### src/rtl/burst_sync_pkg.sv
package burst_sync_pkg;
  typedef enum logic [1:0] {
    ST_ZEROS  = 2'd0,
    ST_SECOND = 2'd1,
    ST_INFO   = 2'd2,
    ST_LEN    = 2'd3
  } match_st_t;
endpackage

### src/rtl/burst_sync_fsm.sv
module burst_sync_fsm
  import burst_sync_pkg::*;
#(
  parameter int              WORD_W    = 16,
  parameter int              MIN_ZEROS = 4,
  parameter logic [WORD_W-1:0] SYNC_A  = 16'hF872,
  parameter logic [WORD_W-1:0] SYNC_B  = 16'h4E1F
) (
  input  logic              clk,
  input  logic              rst,
  input  logic [WORD_W-1:0] word_i,
  input  logic              vld_i,
  output logic              cap_o,
  output logic [WORD_W-1:0] info_o
);
  localparam int ZC_W = $clog2(MIN_ZEROS + 1);
  localparam logic [ZC_W-1:0] ZC_MAX = ZC_W'(MIN_ZEROS);

  match_st_t       state;
  logic [ZC_W-1:0] zrun;
  logic            is_zero;

  assign is_zero = (word_i == '0);
  assign cap_o   = vld_i && (state == ST_LEN);

  always_ff @(posedge clk) begin
    if (rst) begin
      state  <= ST_ZEROS;
      zrun   <= '0;
      info_o <= '0;
    end else if (vld_i) begin
      case (state)
        ST_ZEROS: begin
          if (is_zero) begin
            if (zrun != ZC_MAX) zrun <= zrun + 1'b1;
          end else if (word_i == SYNC_A && zrun == ZC_MAX) begin
            state <= ST_SECOND;
            zrun  <= '0;
          end else begin
            zrun <= '0;
          end
        end
        ST_SECOND: begin
          if (word_i == SYNC_B) begin
            state <= ST_INFO;
          end else begin
            state <= ST_ZEROS;
            zrun  <= is_zero ? ZC_W'(1) : '0;
          end
        end
        ST_INFO: begin
          info_o <= word_i;
          state  <= ST_LEN;
        end
        default: begin
          state <= ST_ZEROS;
          zrun  <= '0;
        end
      endcase
    end
  end
endmodule

### src/rtl/burst_frame_timer.sv
module burst_frame_timer #(
  parameter int TIMEOUT_FRAMES = 4096
) (
  input  logic clk,
  input  logic rst,
  input  logic frame_i,
  input  logic restart_i,
  output logic expire_o
);
  localparam int TMR_W = $clog2(TIMEOUT_FRAMES) + 1;
  localparam logic [TMR_W-1:0] LAST = TMR_W'(TIMEOUT_FRAMES - 1);

  logic [TMR_W-1:0] cnt;

  assign expire_o = frame_i && !restart_i && (cnt == LAST);

  always_ff @(posedge clk) begin
    if (rst || restart_i) begin
      cnt <= '0;
    end else if (frame_i) begin
      cnt <= (cnt == LAST) ? '0 : cnt + 1'b1;
    end
  end
endmodule

### src/rtl/burst_capture_regs.sv
module burst_capture_regs #(
  parameter int WORD_W = 16,
  parameter int MODE_W = 5
) (
  input  logic              clk,
  input  logic              rst,
  input  logic              cap_i,
  input  logic              clear_i,
  input  logic [WORD_W-1:0] info_i,
  input  logic [WORD_W-1:0] len_i,
  output logic [WORD_W-1:0] info_o,
  output logic [WORD_W-1:0] len_o,
  output logic [MODE_W-1:0] mode_o,
  output logic              active_o,
  output logic              sync_o
);
  always_ff @(posedge clk) begin
    if (rst || clear_i) begin
      info_o   <= '0;
      len_o    <= '0;
      mode_o   <= '0;
      active_o <= 1'b0;
      sync_o   <= 1'b0;
    end else if (cap_i) begin
      info_o   <= info_i;
      len_o    <= len_i;
      mode_o   <= info_i[MODE_W-1:0];
      active_o <= 1'b1;
      sync_o   <= 1'b1;
    end else begin
      sync_o   <= 1'b0;
    end
  end
endmodule

### src/rtl/burst_sync_detect.sv
module burst_sync_detect #(
  parameter int                WORD_W         = 16,
  parameter int                MIN_ZEROS      = 4,
  parameter int                TIMEOUT_FRAMES = 4096,
  parameter int                MODE_W         = 5,
  parameter logic [WORD_W-1:0] SYNC_A         = 16'hF872,
  parameter logic [WORD_W-1:0] SYNC_B         = 16'h4E1F
) (
  input  logic              clk,
  input  logic              rst,
  input  logic [WORD_W-1:0] word_i,
  input  logic              word_vld_i,
  input  logic              frame_i,
  output logic [WORD_W-1:0] burst_info_o,
  output logic [WORD_W-1:0] length_o,
  output logic [MODE_W-1:0] comp_mode_o,
  output logic              comp_active_o,
  output logic              sync_o
);
  logic              cap;
  logic              expire;
  logic [WORD_W-1:0] info_held;

  burst_sync_fsm #(
    .WORD_W(WORD_W), .MIN_ZEROS(MIN_ZEROS), .SYNC_A(SYNC_A), .SYNC_B(SYNC_B)
  ) u_fsm (
    .clk(clk), .rst(rst), .word_i(word_i), .vld_i(word_vld_i),
    .cap_o(cap), .info_o(info_held)
  );

  burst_frame_timer #(.TIMEOUT_FRAMES(TIMEOUT_FRAMES)) u_tmr (
    .clk(clk), .rst(rst), .frame_i(frame_i), .restart_i(cap), .expire_o(expire)
  );

  burst_capture_regs #(.WORD_W(WORD_W), .MODE_W(MODE_W)) u_regs (
    .clk(clk), .rst(rst), .cap_i(cap), .clear_i(expire),
    .info_i(info_held), .len_i(word_i),
    .info_o(burst_info_o), .len_o(length_o), .mode_o(comp_mode_o),
    .active_o(comp_active_o), .sync_o(sync_o)
  );
endmodule

### config.mk
export PLATFORM = sky130hd
export DESIGN_NAME = burst_sync_detect
export DESIGN_NICKNAME = d
export VERILOG_FILES = /design/src/rtl/burst_sync_pkg.sv /design/src/rtl/burst_sync_fsm.sv /design/src/rtl/burst_frame_timer.sv /design/src/rtl/burst_capture_regs.sv /design/src/rtl/burst_sync_detect.sv
export SDC_FILE = /design/constraint.sdc
export NUM_CORES = 1
export LEC_CHECK = 0
export CAP_MARGIN = 20
export CORE_ASPECT_RATIO = 1.5
export CORE_UTILIZATION = 35
export CTS_CLUSTER_SIZE = 16
export DETAILED_ROUTE_END_ITERATION = 6
export PLACE_DENSITY_LB_ADDON = 0.3
export SLEW_MARGIN = 20
export SYNTH_ARGS = -nofsm -noshare
export SYNTH_HDL_FRONTEND = slang
export SYNTH_SLANG_ARGS = --single-unit
### constraint.sdc
create_clock -name clk -period 3.1 [get_ports clk]
set_input_delay 0.775 -clock clk [delete_from_list [all_inputs] [get_ports clk]]
set_output_delay 0.775 -clock clk [all_outputs]
set_load 0.03 [all_outputs]
==> results.tsv, run 1 <==
stage	metric	value	unit
power_and_ir_drop	pwr dens	500	nW/um^2
layout	# nets final	340	
power_and_ir_drop	Pleak	1.18	nW
layout	Reg area	1360	um^2
timing	Hold Fails Final Rpt	0	
clock_network	clk sink count	68	
grt	global router's overall resource usage	0.158	
flow_run	MaxCap Viol Count	0	
yosys	main area contributors after synthesis	dfxtp_1 (53%), a22o_1 (11%), nand2_1 (6.5%)	
clock_network	post-cts sizing count	0	
floorplan	core area	6940	um^2
yosys	share of the synthesized area in the top cell type	0.533	
worst_hold_path	Hold WC Path Type	reg -> reg	
floorplan	Starting Density	0.368	
drt	Vias/cell	5.10	
critical_path	startpoint types	primary input	
critical_path	Worst Setup End Kind	register	
yosys	Yosys top cell by area	dfxtp_1	
drt	Pre-antenna DRT Iters	4	
critical_path	CP max stage cell	clkdlybuf4s50_1	
grt	initial antenna violation count	0	
critical_path	Worst EP required	3.33	ns
drt	vias	2041	
drt	final WL	5550	um
yosys	synth warn	0	
placed_design	GP Congestion	0.826	
critical_path	crit path cell chain	clkdlybuf4s50_1 -> nand4_1 -> nor2_4 -> nand4b_1 -> and2_1 -> buf_4 -> a22o_1	
power_and_ir_drop	Worst VDD drop	0.275	mV
timing	Slew headroom	0.566	
layout	multi-input logic area	1050	um^2
drt	Routed Antenna Nets	0	
drt	drt first-iter violations	77	
timing	RSZ-0062 raised after global routing	no	
yosys	Syn Inst Count	266	
critical_path	Crit path largest cell delay	0.58	ns
timing	clock skew	0.0130	ns
grt	total gr overflow	0	
critical_path	Arrival @ worst endpoint	2.61	ns
floorplan	I/O pin total	59	
run_status	status	complete, no violations	
timing	TNS Setup	0	ns
floorplan	full die area	7650	um^2
clock_network	Clock transition at path regs	0.07	ns
layout	fillers	685	
placed_design	IO buf count	58	
layout	ANT cells	0	
timing	final worst-path cycle share	0.768	
critical_path	CP Max Fanout	32	
layout	Area Overhead vs Synth	29.7	%
yosys	Distinct cells, synth	35	
drt	DR DRC count	0	
timing	setup violators final	0	
floorplan	number of core rows	37	
yosys	Seq cells post-synth	68	
clock_network	Post-CTS Hold Buffers	0	
placed_design	hpwl dp	3950	um
timing	post-layout min period	2.38	ns
critical_path	CP Buf/Inv Count	2	
clock_network	CTS tree	built	
placed_design	Cells after DPL	384	
floorplan	chip width	71.8	um
timing	Achievable Freq	420	MHz
clock_network	H-tree depth	3	
critical_path	crit path kind	in -> reg	
grt	pin count of the biggest net entering global routing	33	
clock_network	clk_lat worst skew	0.35	ns
layout	Core Util, Final	0.477	
critical_path	CP delay by family, top	buffers and inverters	
yosys	post-synthesis net count	289	
timing	Slew @ Worst Pin	0.649	ns
drt	Routed wire per std cell	13.9	um
grt	first-pass GRT wire length	9220	um
layout	layout cells sized above 1	0.0807	
floorplan	DIE HEIGHT	107	um
clock_network	postcts setup bufs	0	
grt	vias in the first global route	1960	
yosys	synthesized area	2550	um^2
clock_network	total CTS buffers	9	
clock_network	Root Buffer	clkbuf_8	
yosys	Avg Cell Area, Syn	9.61	um^2
yosys	register area share after synthesis	0.533	
layout	Layout Cells excl Fill	400	
clock_network	clock buffer depth	2	
timing	Max Transition Viols Final	0	
-- synth_stat cells --
master,count
a31o_2,2
inv_1,6
nor3_1,5
ha_1,3
nand3_1,7
and4_1,1
o21ai_0,2
xnor2_1,5
buf_6,3
nand2_1,44
buf_4,7
or4_1,2
a21oi_1,18
and2_1,2
mux2i_1,1
dfxtp_1,68
nor4_1,1
nand4_1,6
a211oi_1,1
nand2b_1,1
o22ai_1,1
and3_2,1
nor2_1,17
a22o_1,32
nand4b_1,1
a221oi_2,1
nor2_4,1
clkbuf_1,11
and3_1,3
nor3_2,1
o21ai_1,1
o31a_1,1
xor2_1,6
a31o_1,1
a31oi_1,3
-- cells in the final DEF (no fill, tap or decap), types with 2 or more instances in the layout --
cell type | Yosys | routed
nor2_1 | 17 | 16
ha_1 | 3 | 3
and2_1 | 2 | 2
nor3_1 | 5 | 5
a22o_1 | 32 | 32
inv_1 | 6 | 6
a21oi_1 | 18 | 18
a31o_2 | 2 | 2
nand2_1 | 44 | 44
nand3_1 | 7 | 7
o21ai_0 | 2 | 2
clkdlybuf4s50_1 | 0 | 58
a31oi_1 | 3 | 3
clkinvlp_4 | 0 | 2
buf_4 | 7 | 3
inv_6 | 0 | 2
clkbuf_8 | 0 | 10
xor2_1 | 6 | 6
dfxtp_1 | 68 | 68
or4_1 | 2 | 2
and3_1 | 3 | 3
nand4_1 | 6 | 6
xnor2_1 | 5 | 5
-- layout make-up --
class,instances,share of cell area
multi-input cells,171,0.316
well taps,78,0.0294
repair buffers,61,0.182
clock inverters,6,0.0140
inverters,6,0.00680
flip-flops and latches,68,0.411
clock buffers,10,0.0415
-- worst register-to-register path: cells and delay by family, from the launching register on --
kind	cells	cell delay [ns]
AOI/OAI and AO/OA	1	0.28
and+or+nand+nor	4	0.71
buffers and inverters	1	0.23
DFF	1	0.40
adders and majority gates	1	0.19
-- report_power, final --
part / internal, mW / leakage (nW) / switching (mW)
Sequential: 0.885 / 0.549 / 0.0102
Clock: 0.317 / 0.0893 / 0.350
Combinational: 0.0410 / 0.546 / 0.0547
Total: 1.24 / 1.18 / 0.415
-- metrics by stage --
stage	total power, mW	area, um^2	setup WS, ns	hold slack, ns
floorplan	0.965	2550	0.969	0.407
global placement	1.01	3130	0.384	0.414
detailed placement	1.01	3130	0.359	0.426
CTS	1.68	3310	0.730	0.439
global route	1.73	3310	0.581	0.474
finish	1.66	3310	0.718	0.443
-- sequential cells by signal, indices dropped and copies added (netlist names) --
register         cells
u_tmr.cnt           13
u_fsm.state          2
u_fsm.info_o        16
u_regs.sync_o        1
u_regs.len_o        16
u_regs.info_o       12
u_regs.active_o      1
u_regs.mode_o        4
u_fsm.zrun           3
-- routing by layer --
| layer | part of all wire | vias up | track usage |
|---|---|---|---|
| met5 | 0 | - | 0 |
| met4 | 0.027 | 0 | 0.0854 |
| met3 | 0.049 | 11 | 0.0564 |
| met2 | 0.49 | 52 | 0.260 |
| met1 | 0.43 | 947 | 0.175 |
| li1 | - | 1031 | - |
-- kinds of logic after synthesis --
kind of cell,Yosys count,synth area share
flops,68,0.533
mux,1,0.00392
simple gates,93,0.169
xor+xnor,11,0.0377
buf+inv,27,0.0588
fa+ha+maj,3,0.0147
compound gates,63,0.183
-- worst paths after layout --
kind | from | endpoint | slack, ns | cells past startpoint
worst max-delay path | frame_i | u_regs.len_o[2]$_SDFFE_PP0P_ | 0.72 | 7
worst min-delay path | u_tmr.cnt[12]$_SDFFE_PP0P_ | u_tmr.cnt[12]$_SDFFE_PP0P_ | 0.44 | 2
worst max register to register | u_tmr.cnt[0]$_SDFFE_PP0P_ | u_regs.len_o[2]$_SDFFE_PP0P_ | 1.17 | 7
worst min register to register | u_tmr.cnt[12]$_SDFFE_PP0P_ | u_tmr.cnt[12]$_SDFFE_PP0P_ | 0.44 | 2
(Power assumes the default switching activity.)
==> run 2: changes to the inputs <==
Clock period 3.1 ns to 2.1 ns, I/O delays scaled along.
==> results.tsv, run 2 (same netlist as run 1, synthesis figures left out) <==
stage	metric	value	unit
placed_design	hpwl dp	4410	um
drt	Routed wire per std cell	14.5	um
critical_path	CP Max Fanout	3	
placed_design	IO buf count	58	
placed_design	Cells after DPL	412	
layout	biggest regs	u_fsm.info_o: 16 flops, u_regs.len_o: 16 flops, u_tmr.cnt: 13 flops	
critical_path	CP max stage cell	or4_1	
layout	multi-input logic area	1060	um^2
floorplan	DIE HEIGHT	107	um
grt	total gr overflow	0	
grt	initial antenna violation count	0	
drt	Vias/cell	5.20	
timing	post-layout min period	2.01	ns
floorplan	full die area	7650	um^2
grt	vias in the first global route	2141	
power_and_ir_drop	pwr dens	749	nW/um^2
critical_path	startpoint types	primary input	
run_status	status	complete, no violations	
layout	ANT cells	0	
timing	Max Transition Viols Final	0	
grt	global router's overall resource usage	0.170	
clock_network	H-tree depth	3	
clock_network	clock buffer depth	2	
floorplan	chip width	71.8	um
clock_network	total CTS buffers	9	
layout	# nets final	368	
timing	clock skew	0.00820	ns
critical_path	crit path kind	in -> reg	
drt	Top Layer Used	met4	
critical_path	Worst Setup End Kind	register	
drt	Pre-antenna DRT Iters	4	
timing	Achievable Freq	497	MHz
power_and_ir_drop	Final Total Pwr	2.70	mW
floorplan	number of core rows	37	
floorplan	I/O pin total	59	
clock_network	Root Buffer	clkbuf_8	
layout	Reg area	1360	um^2
drt	drt first-iter violations	125	
drt	vias	2227	
worst_hold_path	Hold Path Depth	2	
flow_run	MaxCap Viol Count	0	
drt	DR DRC count	0	
timing	RSZ-0062 raised after global routing	no	
timing	Hold Fails Final Rpt	0	
floorplan	Starting Density	0.368	
layout	Layout Cells excl Fill	428	
worst_hold_path	Hold WC Path Type	reg -> reg	
grt	pin count of the biggest net entering global routing	33	
critical_path	Worst EP required	2.35	ns
clock_network	clk sink count	68	
layout	commonest non-fill, non-tap cell in the layout	dfxtp_1	
critical_path	Crit path largest cell delay	0.55	ns
drt	DR WL met3	232	um
timing	setup violators final	0	
grt	first-pass GRT wire length	9850	um
critical_path	crit path cell chain	clkdlybuf4s50_1 -> or4_1 -> nor2_1 -> nand4_1 -> a31o_1 -> a221oi_2	
critical_path	worst-case reg-to-reg path depth	5	
clock_network	postcts setup bufs	0	
power_and_ir_drop	Worst VDD drop	0.387	mV
layout	Area Overhead vs Synth	41.2	%
floorplan	core area	6940	um^2
drt	final WL	6190	um
clock_network	clk_lat worst skew	0.34	ns
clock_network	CTS tree	built	
timing	final worst-path cycle share	0.958	
drt	met2 wire length	3240	um
timing	Slew headroom	0.743	
layout	most frequent cells in the layout	dfxtp_1 (68), clkdlybuf4s50_1 (57), nand2_1 (44)	
drt	Met1 Wirelength	2540	um
layout	fillers	647	
drt	Routed Antenna Nets	0	
timing	Slew @ Worst Pin	0.385	ns
clock_network	Clock transition at path regs	0.07	ns
critical_path	Arrival @ worst endpoint	2.27	ns
layout	layout cells sized above 1	0.160	
placed_design	GP Congestion	0.858	
power_and_ir_drop	Pleak	1.36	nW
timing	hold_ws	0.432	ns
-- run 2: cell count changes in the layout (fill, tap and decap cells not counted), sizes merged --
cell           previous run  this run
clkinvlp                  2         1
clkdlybuf4s50            58        57
buf                       3        31
clkbuf                   10         9
bufinv                    0         2
dlymetal6s2s              0         1
-- run 2: repair_timing --
action	CTS	global route
endpoints found under the hold margin	0	0
hold buffers	0	0
endpoints found under the setup margin	0	2
gates resized for setup	0	4
-- run 2: routing by layer --
| layer | vias up | global-route usage |
|---|---|---|
| met5 | - | 0 |
| met4 | 0 | 0.101 |
| met3 | 13 | 0.0385 |
| met2 | 59 | 0.298 |
| met1 | 1068 | 0.184 |
| li1 | 1087 | - |
-- run 2: layout make-up --
type,instances,area share
multi-input combinational,171,0.294
tap,78,0.0271
clock buffer,9,0.0343
clock inverter,7,0.0274
inverter,6,0.00624
timing repair buffer,89,0.233
sequential,68,0.377
-- run 2: final timing paths --
path	slack [ns]	start	endpoint
setup reg to reg	0.25	u_fsm.state[1]$_SDFFE_PP0P_	u_fsm.zrun[0]$_SDFFE_PP0P_
hold / removal	0.43	u_tmr.cnt[12]$_SDFFE_PP0P_	u_tmr.cnt[12]$_SDFFE_PP0P_
setup / recovery	0.09	word_i[9]	u_fsm.zrun[0]$_SDFFE_PP0P_
hold reg to reg	0.43	u_tmr.cnt[12]$_SDFFE_PP0P_	u_tmr.cnt[12]$_SDFFE_PP0P_
-- run 2: critical path, delay by kind of cell --
kind	cells	cell delay (ns)
AND/OR/NAND/NOR	3	0.85
buffers and inverters	1	0.47
AO/OA/AOI/OAI	2	0.42
-- run 2: report_power, final --
group | internal [mW] | switching (mW)
clock network | 0.676 | 0.523
registers | 1.31 | 0.0153
logic | 0.0908 | 0.0923
total | 2.07 | 0.630
-- run 2: through the flow --
stage | util | setup slack [ns] | area, um^2 | TNS [ns]
floorplan | - | 0.219 | 2550 | 0
global placement | 0.485 | -0.275 | 3370 | -2.82
detailed placement | 0.485 | -0.298 | 3370 | -3.67
CTS | 0.517 | 0.0622 | 3590 | 0
global route | 0.519 | 0.0191 | 3610 | 0
finish | 0.519 | 0.0877 | 3610 | 0
